**src/rtl/xfer_pkg.sv**
```systemverilog
package xfer_pkg;

    typedef enum logic [2:0] {
        ST_IDLE    = 3'd0,
        ST_PUSH_HI = 3'd1,
        ST_PUSH_LO = 3'd2,
        ST_POP_LO  = 3'd3,
        ST_POP_HI  = 3'd4,
        ST_POP_FIN = 3'd5
    } xfer_state_e;

    typedef enum logic [1:0] {
        KIND_JUMP = 2'b00,
        KIND_CALL = 2'b01,
        KIND_RET  = 2'b10,
        KIND_RSVD = 2'b11
    } xfer_kind_e;

    localparam int NUM_FLAGS = 4;

endpackage

```
**src/rtl/xfer_cond.sv**
```systemverilog
module xfer_cond
    import xfer_pkg::*;
#(
    parameter int NF = NUM_FLAGS,
    localparam int SW = $clog2(NF)
) (
    input  logic [NF-1:0] flags,
    input  logic [SW:0]   code,
    input  logic          always_hit,
    output logic          hit
);
    logic picked;

    always_comb begin
        picked = flags[code[SW:1]];
        hit    = always_hit | (picked == code[0]);
    end
endmodule

```
**src/rtl/xfer_sp_step.sv**
```systemverilog
module xfer_sp_step #(
    parameter int AW = 16
) (
    input  logic [AW-1:0] base,
    output logic [AW-1:0] dec,
    output logic [AW-1:0] inc
);
    always_comb begin
        dec = base - AW'(1);
        inc = base + AW'(1);
    end
endmodule

```
**src/rtl/xfer_unit.sv**
```systemverilog
module xfer_unit
    import xfer_pkg::*;
#(
    parameter int          BW       = 8,
    parameter int          AW       = 2 * BW,
    parameter logic [15:0] PC_RESET = 16'h0000,
    parameter logic [15:0] SP_RESET = 16'h0100,
    parameter int          JMP_LEN  = 3,
    parameter int          RET_LEN  = 1,
    localparam int         NF       = NUM_FLAGS,
    localparam int         CW       = $clog2(NF) + 1
) (
    input  logic          clk,
    input  logic          rst_n,
    input  logic          req_valid,
    input  logic [1:0]    req_kind,
    input  logic          req_always,
    input  logic [CW-1:0] req_cond,
    input  logic [NF-1:0] flags,
    input  logic [AW-1:0] req_target,
    output logic          busy,
    output logic          done,
    output logic [AW-1:0] pc,
    output logic [AW-1:0] sp,
    output logic [AW-1:0] mem_addr,
    output logic          mem_we,
    output logic          mem_re,
    output logic [BW-1:0] mem_wdata,
    input  logic [BW-1:0] mem_rdata
);
    localparam logic [AW-1:0] JLEN = AW'(JMP_LEN);
    localparam logic [AW-1:0] RLEN = AW'(RET_LEN);

    typedef struct packed {
        xfer_state_e   st;
        logic [AW-1:0] pc;
        logic [AW-1:0] sp;
        logic [AW-1:0] ret;
        logic [AW-1:0] tgt;
        logic [BW-1:0] lo;
        logic          done;
    } regs_t;

    regs_t r_q, r_d;
    logic  hit;
    logic  kind_ok;
    logic  accept;
    logic [AW-1:0] sp_dec, sp_inc;

    xfer_cond #(.NF(NF)) u_cond (
        .flags      (flags),
        .code       (req_cond),
        .always_hit (req_always),
        .hit        (hit)
    );

    xfer_sp_step #(.AW(AW)) u_step (
        .base (r_q.sp),
        .dec  (sp_dec),
        .inc  (sp_inc)
    );

    assign kind_ok = (req_kind != KIND_RSVD);
    assign accept  = req_valid && (r_q.st == ST_IDLE) && kind_ok;

    always_comb begin
        r_d      = r_q;
        r_d.done = 1'b0;
        case (r_q.st)
            ST_IDLE: begin
                if (accept) begin
                    if (!hit) begin
                        r_d.pc   = r_q.pc + ((req_kind == KIND_RET) ? RLEN : JLEN);
                        r_d.done = 1'b1;
                    end else begin
                        case (req_kind)
                            KIND_JUMP: begin
                                r_d.pc   = req_target;
                                r_d.done = 1'b1;
                            end
                            KIND_CALL: begin
                                r_d.ret = r_q.pc + JLEN;
                                r_d.tgt = req_target;
                                r_d.st  = ST_PUSH_HI;
                            end
                            default: r_d.st = ST_POP_LO;
                        endcase
                    end
                end
            end
            ST_PUSH_HI: begin
                r_d.sp = sp_dec;
                r_d.st = ST_PUSH_LO;
            end
            ST_PUSH_LO: begin
                r_d.sp   = sp_dec;
                r_d.pc   = r_q.tgt;
                r_d.done = 1'b1;
                r_d.st   = ST_IDLE;
            end
            ST_POP_LO: begin
                r_d.sp = sp_inc;
                r_d.st = ST_POP_HI;
            end
            ST_POP_HI: begin
                r_d.lo = mem_rdata;
                r_d.sp = sp_inc;
                r_d.st = ST_POP_FIN;
            end
            ST_POP_FIN: begin
                r_d.pc   = {mem_rdata, r_q.lo};
                r_d.done = 1'b1;
                r_d.st   = ST_IDLE;
            end
            default: r_d.st = ST_IDLE;
        endcase
    end

    always_ff @(posedge clk) begin
        if (!rst_n) begin
            r_q      <= '0;
            r_q.st   <= ST_IDLE;
            r_q.pc   <= AW'(PC_RESET);
            r_q.sp   <= AW'(SP_RESET);
        end else begin
            r_q <= r_d;
        end
    end

    always_comb begin
        busy      = (r_q.st != ST_IDLE);
        done      = r_q.done;
        pc        = r_q.pc;
        sp        = r_q.sp;
        mem_we    = (r_q.st == ST_PUSH_HI) || (r_q.st == ST_PUSH_LO);
        mem_re    = (r_q.st == ST_POP_LO) || (r_q.st == ST_POP_HI);
        mem_addr  = mem_we ? sp_dec : r_q.sp;
        mem_wdata = (r_q.st == ST_PUSH_HI) ? r_q.ret[AW-1:BW] : r_q.ret[BW-1:0];
    end

    // write and read never share a cycle
    a_r9_no_rw_overlap: assert property (@(posedge clk) disable iff (!rst_n)
        !(mem_we && mem_re));

    // the strobe only appears once the unit is idle again
    a_r8_done_when_idle: assert property (@(posedge clk) disable iff (!rst_n)
        done |-> !busy);

    // pc frozen inside a stack sequence
    a_r8_pc_hold: assert property (@(posedge clk) disable iff (!rst_n)
        (busy && $past(busy)) |-> $stable(pc));

    // a first push write is followed by a second one, one address lower
    a_r3_push_pair: assert property (@(posedge clk) disable iff (!rst_n)
        (mem_we && !$past(mem_we)) |=> mem_we);

    a_r3_push_order: assert property (@(posedge clk) disable iff (!rst_n)
        (mem_we && $past(mem_we)) |-> (mem_addr == $past(mem_addr) - AW'(1)));

    // pop reads climb by one address
    a_r4_pop_order: assert property (@(posedge clk) disable iff (!rst_n)
        (mem_re && $past(mem_re)) |-> (mem_addr == $past(mem_addr) + AW'(1)));

    // taken jump lands on the target in the next cycle
    a_r2_jump_taken: assert property (@(posedge clk) disable iff (!rst_n)
        (accept && hit && req_kind == KIND_JUMP) |=> (done && pc == $past(req_target)));

    // failed condition finishes at once without stack traffic
    a_r5_fail_quick: assert property (@(posedge clk) disable iff (!rst_n)
        (accept && !hit) |=> (done && !busy && !mem_we && !mem_re && $stable(sp)));

    // reserved kind is ignored
    a_r6_rsvd_ignored: assert property (@(posedge clk) disable iff (!rst_n)
        (req_valid && !busy && req_kind == KIND_RSVD) |=> (!done && !busy && $stable(pc)));
endmodule

```
**config.mk**
```make
export PLATFORM = sky130hd
export DESIGN_NAME = xfer_unit
export DESIGN_NICKNAME = d
export VERILOG_FILES = /design/src/rtl/xfer_pkg.sv /design/src/rtl/xfer_cond.sv /design/src/rtl/xfer_sp_step.sv /design/src/rtl/xfer_unit.sv
export SDC_FILE = /design/constraint.sdc
export NUM_CORES = 1
export LEC_CHECK = 0
export CORE_AREA = 4 4 104 116
export CTS_CLUSTER_SIZE = 16
export DETAILED_ROUTE_END_ITERATION = 16
export DIE_AREA = 0 0 108 120
export GPL_TIMING_DRIVEN = 0
export PLACE_DENSITY_LB_ADDON = 0.2
export RECOVER_POWER = 25
export SYNTH_ARGS = -nofsm -noshare
export SYNTH_HDL_FRONTEND = slang
export SYNTH_SLANG_ARGS = --single-unit
```
**constraint.sdc**
```tcl
create_clock -name clk -period 3.3 [get_ports clk]
set_input_delay 0.66 -clock clk [delete_from_list [all_inputs] [get_ports clk]]
set_output_delay 0.66 -clock clk [all_outputs]
set_load 0.03 [all_outputs]
```
==> parameters.txt <==
Parameter                              Value

Run status
  Result of the run ... finished, final reports clean

Critical path
  Number of cells on the critical path ... 8
  Highest fanout seen on the critical path ... 10
  Startpoint Class ... flop
  Crit path cell chain ... clkbuf_1 -> nor4_1 -> nand3_1 -> buf_4 -> nor3_1 -> nand2_1 -> xnor2_1 -> dlygate4sd2_1
  Standard cell with the maximum stage delay on the critical path ... sky130_fd_sc_hd__dlygate4sd2_1
  Required time reported for the critical path endpoint ... 2.64 ns
  Worst Setup Path Type ... reg -> out
  Number of cells on the worst reg-to-reg path ... 6
  Critical path's top delay family ... simple AND/OR/NAND/NOR gates
  Slowest cell delay on critical path ... 0.43 ns
  Signal arrival time at the worst endpoint ... 2.49 ns
  Worst Path Buf+Inv ... 3
  Nature of the critical path endpoint ... output port

Layout
  Post-route design area ... 6260 um2
  Area Growth Syn to Fin ... 30.4%
  Filler cell count in the final layout ... 1046
  Fraction of layout cells with a size suffix above 1 ... 14.2%
  Antenna cell count ... 0
  Area occupied by multi-input gates ... 2810 um2
  Sequential cell area ... 1520 um2
  Non-Filler Instances ... 845
  Layout Utilization ... 57.7%
  Final layout net count ... 735

Global routing
  Total global-route track usage ... 21.9%
  Pin count of the biggest net entering global routing ... 13
  Grt ovf ... 0
  Number of global-route vias before repair ... 4430
  Global-route wire length before repair ... 22800 um
  Antenna violations before repair ... 0

Min path
  Hold Path Depth ... 2
  Class of the worst hold path ... reg -> reg

Route
  Number of detailed-routing iterations run before antenna repair ... 5
  Routed wire length ... 14000 um
  DRT antenna net count ... 0
  Initial DRC Count ... 313
  DRC ... 0
  Via count ... 4658
  Vias per cell ... 5.51
  Routed wirelength normalized by instance count ... 16.6 um

CTS
  Clock-pin slew on the worst setup and hold paths ... 0.06 ns
  H-tree levels ... 3
  Clock tree from TritonCTS ... done
  Clock Tree Root ... sky130_fd_sc_hd__clkbuf_16
  Clock insertion delay at the later pin of the skew report ... 0.33 ns
  Cts bufs inserted ... 9
  Number of sinks handled by clock tree synthesis ... 76
  Number of buffers on the longest clock path ... 2

Pwr
  Fraction of power consumed by the clock network ... 23.8%
  Share of power burned in combinational logic ... 46.2%
  Leakage Power ... 2.51 nW
  Internal ... 2.32 mW
  Relative contribution of sequential cells to total power ... 30.0%
  Power Dens Cells ... 614 nW/um2
  Switch Pwr ... 1.53 mW
  Switch share ... 39.8%
  Maximum resistive drop on vdd ... 0.309 mV

Synthesis
  Number of enable flip-flop cells after synthesis ... 0
  FFs w/ async S/R, synth ... 0%
  Sequential element share of the synthesized area ... 31.7%
  Netlist area before placement ... 4800 um2
  Synthesized netlist net count ... 627
  Synthesized area divided by synthesized cell count ... 8.21 um2
  Prevailing post-synth register cell ... sky130_fd_sc_hd__dfxtp_1
  Synthesized instance count ... 585
  Count of distinct cell types in the synthesized netlist ... 65
  Register bit count reported by yosys ... 76
  Number of warnings issued by yosys ... 0

Place
  HPWL after detailed placement ... 10800 um
  Number of placed cells counting well taps ... 828
  Final weighted congestion of routability-driven global placement ... 0.924
  Port Buffers ... 96
  Dpl ws ... 0.126 ns
  Cell area reported after detailed placement ... 5950 um2

Timing
  Transition time at the pin with the least slew margin ... 0.660 ns
  Maximum clock frequency ... 318 MHz
  RSZ-0062 raised after global routing ... false
  Endpoints failing hold ... 0
  Number of max-slew violations in the final report ... 0
  Remaining max-slew budget at the tightest pin ... 55.8%
  Final period util ... 95.3%
  Number of failing setup endpoints in the final timing report ... 0
  Period minus WS final ... 3.15 ns
  PnR worst setup slack ... 0.155 ns
  Aggregate negative setup slack ... 0 ns
  Clock skew after layout ... 0.00497 ns

Floorplanning
  Starting Density ... 44.2%
  Overall die height ... 120 um
  I/O pins ... 97
  Die X-Extent ... 108 um
  Total core area ... 10900 um2
  Floorplan die area ... 13000 um2
  Site row count ... 40

Job
  Maxcap violations ... 0
[logic make-up after synthesis]
kind of cell,Yosys count,synth area share [%]
simple gates,204,22.3
buf+inv,88,10.5
xor+xnor,53,9.67
mux,17,3.96
flops,76,31.7
fa+ha+maj,5,1.46
compound gates,142,20.4
[final cells by class]
class,count,share of cell area (%)
Multi-Input combinational cell,421,44.8
Sequential cell,76,24.3
Timing Repair Buffer,97,15.5
Buffer,76,7.33
Clock buffer,12,3.94
Tap cell,147,2.94
Inverter,12,0.719
Clock inverter,4,0.400
[through the flow]
| step | hold slack (ns) | total power, mW |
|---|---|---|
| after global placement | 0.443 | 2.92 |
| after global routing | 0.470 | 4.04 |
| final | 0.453 | 3.85 |
| after floorplan | 0.429 | 2.34 |
| after CTS | 0.456 | 3.87 |
| after detailed placement | 0.448 | 2.94 |
[final timing paths]
path / start / slack [ns] / to
worst max register to register: r_q[75] / 1.14 / pc[12]
worst min-delay path: r_q[17] / 0.45 / r_q[17]
worst min register to register: r_q[17] / 0.45 / r_q[17]
worst max-delay path: sp[3] / 0.15 / mem_addr[13]
[flip-flops by register name, indices dropped and copies added (netlist names)]
name and count:
sp 16, done 1, pc 16, r_q 43
[power by group through the flow]
stage                     clock, mW  combinational [mW]  sequential [mW]
after detailed placement          0                1.78             1.17
after global routing          0.967                1.90             1.17
final                         0.918                1.78             1.15
after floorplan                   0                1.21             1.13
after CTS                     0.932                1.78             1.15
after global placement            0                1.75             1.16
[layout by cell type (no fill, tap or decap), types with 4 or more instances in the layout]
cell type	count
sky130_fd_sc_hd__dfxtp_1	76
sky130_fd_sc_hd__nand2_1	72
sky130_fd_sc_hd__clkdlybuf4s50_1	70
sky130_fd_sc_hd__buf_4	41
sky130_fd_sc_hd__nor2_1	41
sky130_fd_sc_hd__xnor2_1	34
sky130_fd_sc_hd__a21oi_1	30
sky130_fd_sc_hd__nor3_1	24
sky130_fd_sc_hd__clkbuf_1	23
sky130_fd_sc_hd__o21ai_0	22
sky130_fd_sc_hd__xor2_1	19
sky130_fd_sc_hd__a22oi_1	18
sky130_fd_sc_hd__a31oi_1	16
sky130_fd_sc_hd__a211oi_1	15
sky130_fd_sc_hd__dlygate4sd3_1	15
sky130_fd_sc_hd__buf_2	12
sky130_fd_sc_hd__inv_1	11
sky130_fd_sc_hd__nor4_1	10
sky130_fd_sc_hd__a211o_1	9
sky130_fd_sc_hd__clkbuf_16	9
sky130_fd_sc_hd__mux2_2	8
sky130_fd_sc_hd__nand3_1	8
sky130_fd_sc_hd__mux2i_1	7
sky130_fd_sc_hd__nand4_1	7
sky130_fd_sc_hd__o211a_1	6
sky130_fd_sc_hd__dlygate4sd2_1	6
sky130_fd_sc_hd__or3_1	5
sky130_fd_sc_hd__and3_1	5
sky130_fd_sc_hd__dlymetal6s2s_1	5
sky130_fd_sc_hd__ha_1	4
[tightest hold or removal path, cell delays in order, from the launching register on]
cell                      delay (ns)
sky130_fd_sc_hd__dfxtp_1        0.30
sky130_fd_sc_hd__nand2_1        0.05
sky130_fd_sc_hd__a21oi_1        0.05
[synthesized netlist by cell type, types with 3 or more instances]
cell	instances	area [um2]
sky130_fd_sc_hd__mux2_2	8	90.1
sky130_fd_sc_hd__xor2_1	19	166
sky130_fd_sc_hd__nor3b_1	3	22.5
sky130_fd_sc_hd__and3_1	5	31.3
sky130_fd_sc_hd__nand3_1	8	40.0
sky130_fd_sc_hd__nor4_2	5	62.6
sky130_fd_sc_hd__nand2b_1	3	18.8
sky130_fd_sc_hd__nand4_1	7	43.8
sky130_fd_sc_hd__buf_2	12	60.1
sky130_fd_sc_hd__clkbuf_1	20	75.1
sky130_fd_sc_hd__buf_4	40	300
sky130_fd_sc_hd__and3b_1	3	26.3
sky130_fd_sc_hd__dfxtp_1	76	1520
sky130_fd_sc_hd__nor2_1	41	154
sky130_fd_sc_hd__nor3_1	24	120
sky130_fd_sc_hd__a211oi_1	15	113
sky130_fd_sc_hd__o211a_1	6	60.1
sky130_fd_sc_hd__a22oi_1	18	135
sky130_fd_sc_hd__a31oi_1	16	100
sky130_fd_sc_hd__a21oi_1	30	150
sky130_fd_sc_hd__ha_1	4	50.1
sky130_fd_sc_hd__or3_1	5	31.3
sky130_fd_sc_hd__nor4_1	10	62.6
sky130_fd_sc_hd__inv_1	11	41.3
sky130_fd_sc_hd__a211o_1	9	78.8
sky130_fd_sc_hd__o21ai_0	22	110
sky130_fd_sc_hd__nand2_1	72	270
sky130_fd_sc_hd__o31a_1	3	26.3
sky130_fd_sc_hd__xnor2_1	34	298
sky130_fd_sc_hd__mux2i_1	7	70.1
[what timing repair did]
| action | 4_1_cts | 5_1_grt |
|---|---|---|
| setup endpoints to repair | 7 | 15 |
| hold buffers | 0 | 0 |
| resized for setup | 8 | 7 |
| setup buffers | 0 | 1 |
| pin swaps | 0 | 2 |
[routing by layer]
metal / global-route usage [%] / part of all wire [%] / wire (um)
met2: 35.9 / 48 / 6670
met5: 0 / 0 / 0
met1: 29.3 / 44 / 6190
met3: 2.69 / 6.1 / 858
met4: 8.52 / 2.1 / 295
Note: power is estimated with default switching activity, not from simulation.
